===== config.mk =====
export PLATFORM = sky130hd
export DESIGN_NAME = dep_tracker
export DESIGN_NICKNAME = d
export VERILOG_FILES = /design/src/rtl/dgt_pkg.sv /design/src/rtl/dgt_expand.sv /design/src/rtl/dgt_pick_low.sv /design/src/rtl/dep_tracker.sv
export SDC_FILE = /design/constraint.sdc
export NUM_CORES = 1
export LEC_CHECK = 0
export BUFFER_PORTS_ARGS = -buffer_cell sky130_fd_sc_hd__buf_2
export CAP_MARGIN = 20
export CORE_MARGIN = 5
export CORE_UTILIZATION = 50
export DETAILED_ROUTE_END_ITERATION = 7
export PLACE_DENSITY = 0.8
export SLEW_MARGIN = 30
export SYNTH_ARGS = -nofsm -noshare
export SYNTH_HDL_FRONTEND = slang
export SYNTH_SLANG_ARGS = --single-unit

===== constraint.sdc =====
create_clock -name clk -period 3.67 [get_ports clk]
set_clock_uncertainty 0.15 [all_clocks]
set_input_delay 0.734 -clock clk [delete_from_list [all_inputs] [get_ports clk]]
set_output_delay 0.734 -clock clk [all_outputs]
set_load 0.01 [all_outputs]

===== src/rtl/dgt_pkg.sv =====
`timescale 1ns/1ps
package dgt_pkg;
    typedef enum logic [1:0] {
        OP_START    = 2'd0,
        OP_CONFLICT = 2'd1,
        OP_ABORT    = 2'd2,
        OP_OVERWRITE= 2'd3
    } op_e;

    typedef enum logic [1:0] {
        K_RW = 2'd0,
        K_WW = 2'd1,
        K_WR = 2'd2
    } kind_e;

    typedef enum logic [2:0] {
        ST_IDLE,
        ST_REACH,
        ST_CASCADE,
        ST_DROP,
        ST_GRANT
    } state_e;
endpackage


===== src/rtl/dgt_expand.sv =====
`timescale 1ns/1ps
// One step of set growth over a bit matrix: the result holds the input set
// plus every column reached from a row that is in the set.
module dgt_expand #(
    parameter int N = 4
) (
    input  logic [N-1:0]   seed_set,
    input  logic [N*N-1:0] mat,
    output logic [N-1:0]   grown
);
    always_comb begin
        grown = seed_set;
        for (int i = 0; i < N; i++) begin
            if (seed_set[i]) begin
                grown = grown | mat[i*N +: N];
            end
        end
    end
endmodule


===== src/rtl/dgt_pick_low.sv =====
`timescale 1ns/1ps
// Lowest-index selector built as a ripple chain.
module dgt_pick_low #(
    parameter int N = 4
) (
    input  logic [N-1:0] cand,
    output logic [N-1:0] first
);
    logic [N-1:0] seen;
    assign seen[0] = 1'b0;

    for (genvar i = 0; i < N; i++) begin : g_chain
        assign first[i] = cand[i] & ~seen[i];
        if (i < N-1) begin : g_fwd
            assign seen[i+1] = seen[i] | cand[i];
        end
    end
endmodule


===== src/rtl/dep_tracker.sv =====
`timescale 1ns/1ps
module dep_tracker
    import dgt_pkg::*;
#(
    parameter int N = 4,
    localparam int IW = (N > 1) ? $clog2(N) : 1,
    localparam int MW = N * N
) (
    input  logic          clk,
    input  logic          rst_n,
    input  logic          op_valid,
    input  logic [1:0]    op_code,
    input  logic [IW-1:0] op_a,
    input  logic [IW-1:0] op_b,
    input  logic [1:0]    op_kind,
    output logic          in_ready,
    input  logic [N-1:0]  commit_req,
    output logic [N-1:0]  grant,
    output logic [N-1:0]  stall,
    output logic [N-1:0]  restart,
    output logic [N-1:0]  active,
    output logic [MW-1:0] order_vec
);
    state_e        state_q, state_d;
    logic [N-1:0]  live_q;
    logic [MW-1:0] adj_q;       // bit r*N+c : r commits before c
    logic [MW-1:0] recv_q;      // bit r*N+c : c consumed data forwarded by r
    logic [IW-1:0] lat_a, lat_b;
    logic [1:0]    lat_kind;
    logic [N-1:0]  set_q;       // reach set in REACH, abort set in CASCADE/DROP
    logic [N-1:0]  tgt_q;
    logic [IW-1:0] cnt_q;

    logic [N-1:0]  reach_next, casc_next, has_pred, elig, first_elig;

    function automatic logic [N-1:0] slot_bit(input logic [IW-1:0] s);
        return N'(1) << s;
    endfunction

    function automatic logic [MW-1:0] strip(input logic [MW-1:0] m,
                                            input logic [N-1:0]  mask);
        logic [MW-1:0] r;
        r = m;
        for (int i = 0; i < N; i++) begin
            for (int j = 0; j < N; j++) begin
                if (mask[i] || mask[j]) r[i*N+j] = 1'b0;
            end
        end
        return r;
    endfunction

    function automatic int unsigned fanout(input logic [MW-1:0] m,
                                           input logic [IW-1:0] s);
        return $countones(m[int'(s)*N +: N]);
    endfunction

    // ---------------------------------------------------------------
    // Structural helpers
    // ---------------------------------------------------------------
    dgt_expand #(.N(N)) u_reach (.seed_set(set_q), .mat(adj_q),  .grown(reach_next));
    dgt_expand #(.N(N)) u_casc  (.seed_set(set_q), .mat(recv_q), .grown(casc_next));

    for (genvar c = 0; c < N; c++) begin : g_col
        logic [N-1:0] col;
        for (genvar r = 0; r < N; r++) begin : g_row
            assign col[r] = adj_q[r*N + c];
        end
        assign has_pred[c] = |col;
    end

    assign elig = live_q & commit_req & ~has_pred;
    dgt_pick_low #(.N(N)) u_pick (.cand(elig), .first(first_elig));

    // ---------------------------------------------------------------
    // Command decode
    // ---------------------------------------------------------------
    logic a_ok, b_ok, pair_ok, last_step, cycle_hit;
    logic [IW-1:0] victim;

    assign a_ok      = (int'(op_a) < N) && live_q[op_a];
    assign b_ok      = (int'(op_b) < N) && live_q[op_b];
    assign pair_ok   = a_ok && b_ok && (op_a != op_b);
    assign last_step = (cnt_q == IW'(N-2));
    assign cycle_hit = reach_next[lat_a];
    assign victim    = (fanout(recv_q, lat_a) < fanout(recv_q, lat_b)) ? lat_a : lat_b;

    // ---------------------------------------------------------------
    // State register
    // ---------------------------------------------------------------
    always_ff @(posedge clk or negedge rst_n) begin
        if (!rst_n) state_q <= ST_IDLE;
        else        state_q <= state_d;
    end

    always_comb begin
        state_d = state_q;
        unique case (state_q)
            ST_IDLE: begin
                if (op_valid) begin
                    unique case (op_code)
                        OP_START:     state_d = ST_IDLE;
                        OP_CONFLICT:  state_d = pair_ok ? ST_REACH : ST_IDLE;
                        OP_ABORT,
                        OP_OVERWRITE: state_d = a_ok ? ST_CASCADE : ST_IDLE;
                        default:      state_d = ST_IDLE;
                    endcase
                end else if (|elig) begin
                    state_d = ST_GRANT;
                end
            end
            ST_REACH:   if (last_step) state_d = cycle_hit ? ST_CASCADE : ST_IDLE;
            ST_CASCADE: if (casc_next == set_q) state_d = ST_DROP;
            ST_DROP:    state_d = ST_IDLE;
            ST_GRANT:   state_d = ST_IDLE;
            default:    state_d = ST_IDLE;
        endcase
    end

    // ---------------------------------------------------------------
    // Graph and working registers
    // ---------------------------------------------------------------
    always_ff @(posedge clk or negedge rst_n) begin
        if (!rst_n) begin
            live_q   <= '0;
            adj_q    <= '0;
            recv_q   <= '0;
            lat_a    <= '0;
            lat_b    <= '0;
            lat_kind <= '0;
            set_q    <= '0;
            tgt_q    <= '0;
            cnt_q    <= '0;
        end else begin
            unique case (state_q)
                ST_IDLE: begin
                    if (op_valid) begin
                        unique case (op_code)
                            OP_START: begin
                                if (int'(op_a) < N) live_q[op_a] <= 1'b1;
                            end
                            OP_CONFLICT: begin
                                lat_a    <= op_a;
                                lat_b    <= op_b;
                                lat_kind <= op_kind;
                                set_q    <= slot_bit(op_b);
                                cnt_q    <= '0;
                            end
                            OP_ABORT:     set_q <= slot_bit(op_a);
                            OP_OVERWRITE: set_q <= a_ok ? recv_q[int'(op_a)*N +: N] : '0;
                            default: ;
                        endcase
                    end else begin
                        tgt_q <= first_elig;
                    end
                end
                ST_REACH: begin
                    cnt_q <= cnt_q + 1'b1;
                    set_q <= reach_next;
                    if (last_step) begin
                        if (cycle_hit) begin
                            set_q <= slot_bit(victim);
                        end else begin
                            adj_q[int'(lat_a)*N + int'(lat_b)] <= 1'b1;
                            if (lat_kind == K_WR)
                                recv_q[int'(lat_a)*N + int'(lat_b)] <= 1'b1;
                        end
                    end
                end
                ST_CASCADE: set_q <= casc_next;
                ST_DROP: begin
                    live_q <= live_q & ~set_q;
                    adj_q  <= strip(adj_q, set_q);
                    recv_q <= strip(recv_q, set_q);
                end
                ST_GRANT: begin
                    live_q <= live_q & ~tgt_q;
                    adj_q  <= strip(adj_q, tgt_q);
                    recv_q <= strip(recv_q, tgt_q);
                end
                default: ;
            endcase
        end
    end

    // ---------------------------------------------------------------
    // Outputs
    // ---------------------------------------------------------------
    always_comb begin
        in_ready  = (state_q == ST_IDLE);
        grant     = (state_q == ST_GRANT) ? tgt_q : '0;
        restart   = (state_q == ST_DROP)  ? set_q : '0;
        stall     = live_q & commit_req & has_pred;
        active    = live_q;
        order_vec = adj_q;
    end
endmodule


==> results.md, run 1 <==
* Status: complete, no violations
* Final RePlAce weighted congestion at 0.914
* CP required at 3.73 ns
* Pwr/cell area at 862 nW/µm²
* Die height at 97.7 µm
* Util after Layout at 55.6%
* Port Buffers at 47
* Most common cell on crit path: ha_1
* Crit-path max FO at 5
* RSZ-0062 raised after global routing: false
* Synthesized area per cell at 9.68 µm²
* Met2 GRT Util at 36.6%
* Pin count of the biggest net entering global routing at 43
* Worst EP arrival at 3.48 ns
* GR Layer Usage met1 at 33.9%
* Final Max Slew Viols at 0
* Core Area at 7610 µm²
* Final setup viols at 0
* CP top delay family: adder cells
* Gr usage total at 24.0%
* Commonest cells after routing, fill and taps aside: dfrtp_1, buf_2, nand2_1
* Drt drc at 0
* Mapped cell area at 3840 µm²
* Final worst-path cycle share at 93.4%
* FF/Latch Area at 1380 µm²
* M3 GR Usage at 4.88%
* Share of cells above drive strength 1 at 21.6%
* Clock tree buffer depth at 2
* Vias per Instance at 6.65
* Syn Nets at 421
* Max Freq at 0.292 GHz
* Crit path capture type: register
* Slew @ Worst Pin at 0.750 ns
* Post-synthesis register bit count at 55
* Yosys warnings at 0
* Dpl cells at 528
* DRT antenna net count at 0
* Initial DRC count at 442
* # Max-Cap Violations at 0
* Num rows at 32
* Sequential fraction of the synthesis area at 35.8%
* Hold_ws at 0.237 ns
* CTS tree: yes
* Distinct cells, synth at 57
* Asr flop ratio synth at 100%
* Max incr delay on CP at 0.53 ns
* Most common cell after layout, fill and taps aside: dfrtp_1
* Starting Density at 50.5%
* Clk slew on worst S/H paths at 0.10 ns
* Final net count at 458
* Setup TNS at 0 ns
* GR Overflow Total at 0
* Max IR drop VDD at 441 µV
* Ys flop type: dfrtp_1
* Startpoint Class: register
* Most used routing layer: met2
* # diodes at 0
* Critical Path Slowest Stage Cell: fa_1
* Worst path cell trace: mux4_2 > inv_1 > fa_1 > inv_1 > ha_1 > ha_1 > ha_1 > a21o_1 > a21oi_1 > buf_4 > mux2_2 > nand3_1 > a31oi_1
* Total number of vias at 3,570
* Tmin final at 3.43 ns
* Full die area at 9540 µm²
* CTS Sinks at 55
* Hpwl dp at 8370 µm
* Slew Limit Headroom at 49.9%
* Routed len/inst at 21.0 µm
* Number of buffers created by CTS at 5
* LEAKAGE at 1.76 nW
* Layout area overhead at 10.0%
* Hold WC Path Type: in -> async
* Final WL at 11,300 µm
* Multi-input logic area at 2260 µm²
* Clock latency on the worst-skew pair at 0.32 ns
* CP bufs+invs at 3
* Die X at 97.7 µm
* Drt pass-1 iters at 6
* Kind of critical path: reg -> reg
* Fin. Hold Viols at 0
* Design Power at 3.64 mW
* Layout Cells excl Fill at 537
* Global-route wire length before repair at 18,500 µm
* EDFF count, synth at 0
* Synth Instances at 397
* Initial antenna violation count at 0
* Io pins at 48
* Root buf cell: clkbuf_8
* CTS H-tree lvls at 2
* Vias in the first global route at 3,488
* Fill count at 698
==> cells by family after synthesis <==
family                     share of synthesized area (%)
AOI/OAI and AO/OA                                   27.1
xor gates and xnor gates                           0.456
adders and majority gates                           3.32
buffers and inverters                               5.44
DFF                                                 35.8
muxes                                               11.0
and+or+nand+nor                                     16.8
==> power by group <==
part | total [mW] | internal, mW | switching (mW)
Clock | 0.347 | 0.134 | 0.212
Combinational | 2.05 | 0.854 | 1.20
Sequential | 1.25 | 0.826 | 0.420
==> layer usage <==
layer / up-vias / routed length, µm
met1: 1714 / 4760
li1: 1606 / -
met3: 40 / 1020
met5: - / 0
met2: 210 / 5130
met4: 0 / 370
==> worst register-to-register path, cell delays in order (launching register included) <==
cell and delay, ns:
dfrtp_2 0.47, mux4_2 0.35, inv_1 0.06, fa_1 0.53, inv_1 0.04, ha_1 0.18, ha_1 0.27, ha_1 0.30
a21o_1 0.15, a21oi_1 0.14, buf_4 0.16, mux2_2 0.34, nand3_1 0.09, a31oi_1 0.09
==> area by class of cell <==
type	instances	area share, %
flip-flops and latches	55	32.7
clock buffers	6	1.72
repair buffers	56	7.22
multi-input cells	297	53.4
inverters	19	1.69
clock inverters	2	0.296
well taps	102	3.02
==> what timing repair did <==
action                                  CTS  global route
buffers inserted                          0             1
resized for setup                         0             4
hold buffers                              0             0
endpoints found under the setup margin    0             4
==> path summary, 6_finish.rpt <==
check	from	slack (ns)	to	cells past startpoint
worst max-delay path	lat_a[0]	0.24	set_q[3]	13
min in group clk	cnt_q[1]	0.35	cnt_q[1]	2
worst min register to register	cnt_q[1]	0.35	cnt_q[1]	2
worst max register to register	lat_a[0]	0.24	set_q[3]	13
worst min-delay path	rst_n	0.24	cnt_q[1]	1
max in group asynchronous	rst_n	2.53	order_vec[7]	2
==> state kept, by name, summed over array words and instances, names as in the netlist <==
signal     cells
order_vec     16
recv_q        16
active         4
set_q          4
tgt_q          4
state_q        3
cnt_q          2
lat_a          2
lat_b          2
lat_kind       2
==> cell usage after synthesis (3+ instances only) <==
master,number,area (µm²)
a22oi_1,3,22.5
buf_6,4,45.0
mux2_2,4,45.0
a2111oi_1,5,50.1
nand2b_1,20,125
ha_1,7,87.6
nand3_1,17,85.1
o22ai_1,9,56.3
and3_1,4,25.0
buf_2,5,25.0
nor2_1,17,63.8
a31oi_1,9,56.3
o221ai_1,6,52.6
nor4_1,6,37.5
nand2_1,31,116
clkbuf_1,16,60.1
o41ai_1,6,52.6
nor3_1,6,30.0
or3_1,4,25.0
dfrtp_1,55,1380
mux2i_1,3,30.0
a21oi_1,16,80.1
o21a_1,25,188
a222oi_1,4,40.0
nor2b_1,5,31.3
o21ai_0,18,90.1
mux4_2,13,293
inv_1,17,63.8
a2111oi_0,19,166
mux2_1,5,56.3
and2_1,5,31.3
==> metrics by stage <==
step	instance area, µm²	setup slack, ns
floorplan	3840	0.0417
global placement	4130	0.265
detailed placement	4130	0.139
CTS	4210	0.143
global route	4230	0.0208
finish	4230	0.243
Note: power is estimated with default switching activity, not from simulation.
==> run 2, diff against run 1 <==
- ABC_AREA: default -> 1
- CELL_PAD_IN_SITES_DETAIL_PLACEMENT: default -> 1
- CELL_PAD_IN_SITES_GLOBAL_PLACEMENT: default -> 1
- CORE_UTILIZATION: 50 -> 38
- PLACE_DENSITY: 0.8 -> 0.83
==> results.md, run 2 <==
* Post-CTS Setup Bufs at 0
* Multiplexer share of the synthesized area at 0.265%
* Final net count at 700
* Num rows at 38
* Design Power at 4.83 mW
* Setup WS pre-CTS at 0.00365 ns
* Slew @ Worst Pin at 0.780 ns
* Hold Buf Count CTS at 0
* CP Launch Point: lat_a[0]
* Layout Cells excl Fill at 817
* Yosys warnings at 0
* Status: complete, no violations
* Port Buffers at 47
* Post-synthesis register bit count at 55
* Final WL at 15,700 µm
* Worst r2r src: lat_a[0]
* DRT antenna net count at 0
* Tmin final at 3.45 ns
* CP top delay family: adder cells
* Startpoint Class: register
* LEAKAGE at 2.36 nW
* Number of buffers created by CTS at 5
* Die height at 116 µm
* CTS H-tree lvls at 2
* Final setup viols at 0
* CP required at 3.76 ns
* Sequential fraction of the synthesis area at 32.4%
* Drt drc at 0
* Clock latency on the worst-skew pair at 0.35 ns
* Setup TNS at 0 ns
* Die X at 116 µm
* Fin. Hold Viols at 0
* Vias in the first global route at 4,813
* Synth Area in Simple Gates at 36.8%
* # diodes at 0
* CP bufs+invs at 4
* Pin count of the biggest net entering global routing at 56
* Syn Nets at 656
* Most common cell in the netlist: nand2_1
* Ys flop type: dfrtp_1
* Distinct cells, synth at 37
* Final worst-path cycle share at 93.9%
* Complex-gate fraction of the synthesized area at 18.2%
* Final worst slack at 0.225 ns
* Clock tree buffer depth at 2
* Root buf cell: clkbuf_8
* Post-route cell area at 4800 µm²
* Share of cells above drive strength 1 at 19.5%
* Most common cell after layout, fill and taps aside: nand2_1
* Crit path capture type: register
* Routed len/inst at 19.2 µm
* Gr usage total at 24.2%
* Full die area at 13,400 µm²
* Drt pass-1 iters at 4
* Util after Layout at 44.1%
* Worst path cell trace: inv_2 > nor2_2 > inv_2 > o22ai_2 > a221oi_2 > fa_1 > inv_1 > ha_1 > ha_1 > ha_1 > nand2_1 > inv_1 > nand2_1 > nand2_2 > nand2_1 > nand2_1 > nand2_1 > nand3_1 > nand3_1 > a21oi_1
* # Max-Cap Violations at 0
* Synth top area cells: dfrtp_1, nand2_1, o21ai_0
* Max IR drop VDD at 326 µV
* Synth area leader: dfrtp_1
* Final Max Slew Viols at 0
* Synthesized area per cell at 6.72 µm²
* Max Freq at 0.290 GHz
* Synth Instances at 632
* Worst EP arrival at 3.53 ns
* Crit-path max FO at 7
* XOR/XNOR share of the synthesized area at 0.206%
* Initial DRC count at 259
* Kind of critical path: reg -> reg
* Io pins at 48
* CTS tree: yes
* Pwr/cell area at 1010 nW/µm²
* Critical Path Slowest Stage Cell: fa_1
* Final RePlAce weighted congestion at 0.937
* Dpl cell area at 4600 µm²
* EDFF count, synth at 0
* Hold_ws at 0.376 ns
* Synth top cells by count: nand2_1, nor2_1, o21ai_0
* Clk slew on worst S/H paths at 0.11 ns
* Total number of vias at 4,582
* Hpwl dp at 12,000 µm
* Core Area at 10,900 µm²
* Commonest cells after routing, fill and taps aside: nand2_1, nor2_1, o21ai_0
* Post-Synth Adder-Cell Area at 3.01%
* Hold WC Path Type: in -> async
* Largest family of logic cells by synthesized area: simple AND/OR/NAND/NOR gates
* CTS Sinks at 55
* Global-route wire length before repair at 25,300 µm
* Starting Density at 39.0%
* Mapped cell area at 4250 µm²
* Slew Limit Headroom at 48.0%
* Yosys top cell area share at 32.4%
* Most common cell on crit path: nand2_1
* Asr flop ratio synth at 100%
* Layout area overhead at 13.1%
* Vias per Instance at 5.61
* Dpl cells at 809
* GR Overflow Total at 0
* Initial antenna violation count at 0
* Max incr delay on CP at 0.55 ns
-- run 2: final cells by class --
class,instances,area [µm²]
fillers,1440,6090
well taps,140,175
clock inverters,2,38.8
inverters,80,312
repair buffers,50,258
clock buffers,6,82.6
multi-input cells,484,2560
flip-flops and latches,55,1380
-- run 2: layer usage --
| metal | share of wire (%) | GRT usage, % | vias up |
|---|---|---|---|
| li1 | - | - | 2166 |
| met1 | 43 | 31.1 | 2239 |
| met2 | 49 | 40.7 | 152 |
| met3 | 6.2 | 5.01 | 25 |
| met4 | 2.5 | 8.20 | 0 |
| met5 | 0 | 0 | - |
-- run 2: report_power, final --
group | total (mW) | internal (mW) | leakage, nW | switching, mW
Clock | 0.469 | 0.225 | 0.0618 | 0.244
Sequential | 1.22 | 0.830 | 0.712 | 0.392
Combinational | 3.14 | 0.990 | 1.58 | 2.15
Total | 4.83 | 2.04 | 2.36 | 2.79
-- run 2: worst paths after layout --
check	endpoint	slack (ns)	cells past startpoint
min in group clk	cnt_q[1]	0.38	2
worst max register to register	set_q[2]	0.22	20
worst max-delay path	set_q[2]	0.22	20
worst min-delay path	order_vec[6]	0.38	2
max in group asynchronous	lat_a[0]	2.43	2
worst min register to register	cnt_q[1]	0.38	2
-- run 2: cells by family (layout without fill, tap and decap cells) --
| kind of cell | count (synthesis) | in the layout |
|---|---|---|
| AO/OA/AOI/OAI | 143 | 143 |
| XOR/XNOR | 1 | 1 |
| adder cells (fa/ha/maj) | 9 | 9 |
| buffers and inverters | 93 | 138 |
| flip-flops | 55 | 55 |
| multiplexers | 1 | 1 |
| AND/OR/NAND/NOR | 330 | 330 |
-- run 2: timing repair --
action                                  in CTS  in global routing
endpoints found under the setup margin       1                  4
gates cloned                                 0                  0
gates resized for setup                      1                 24
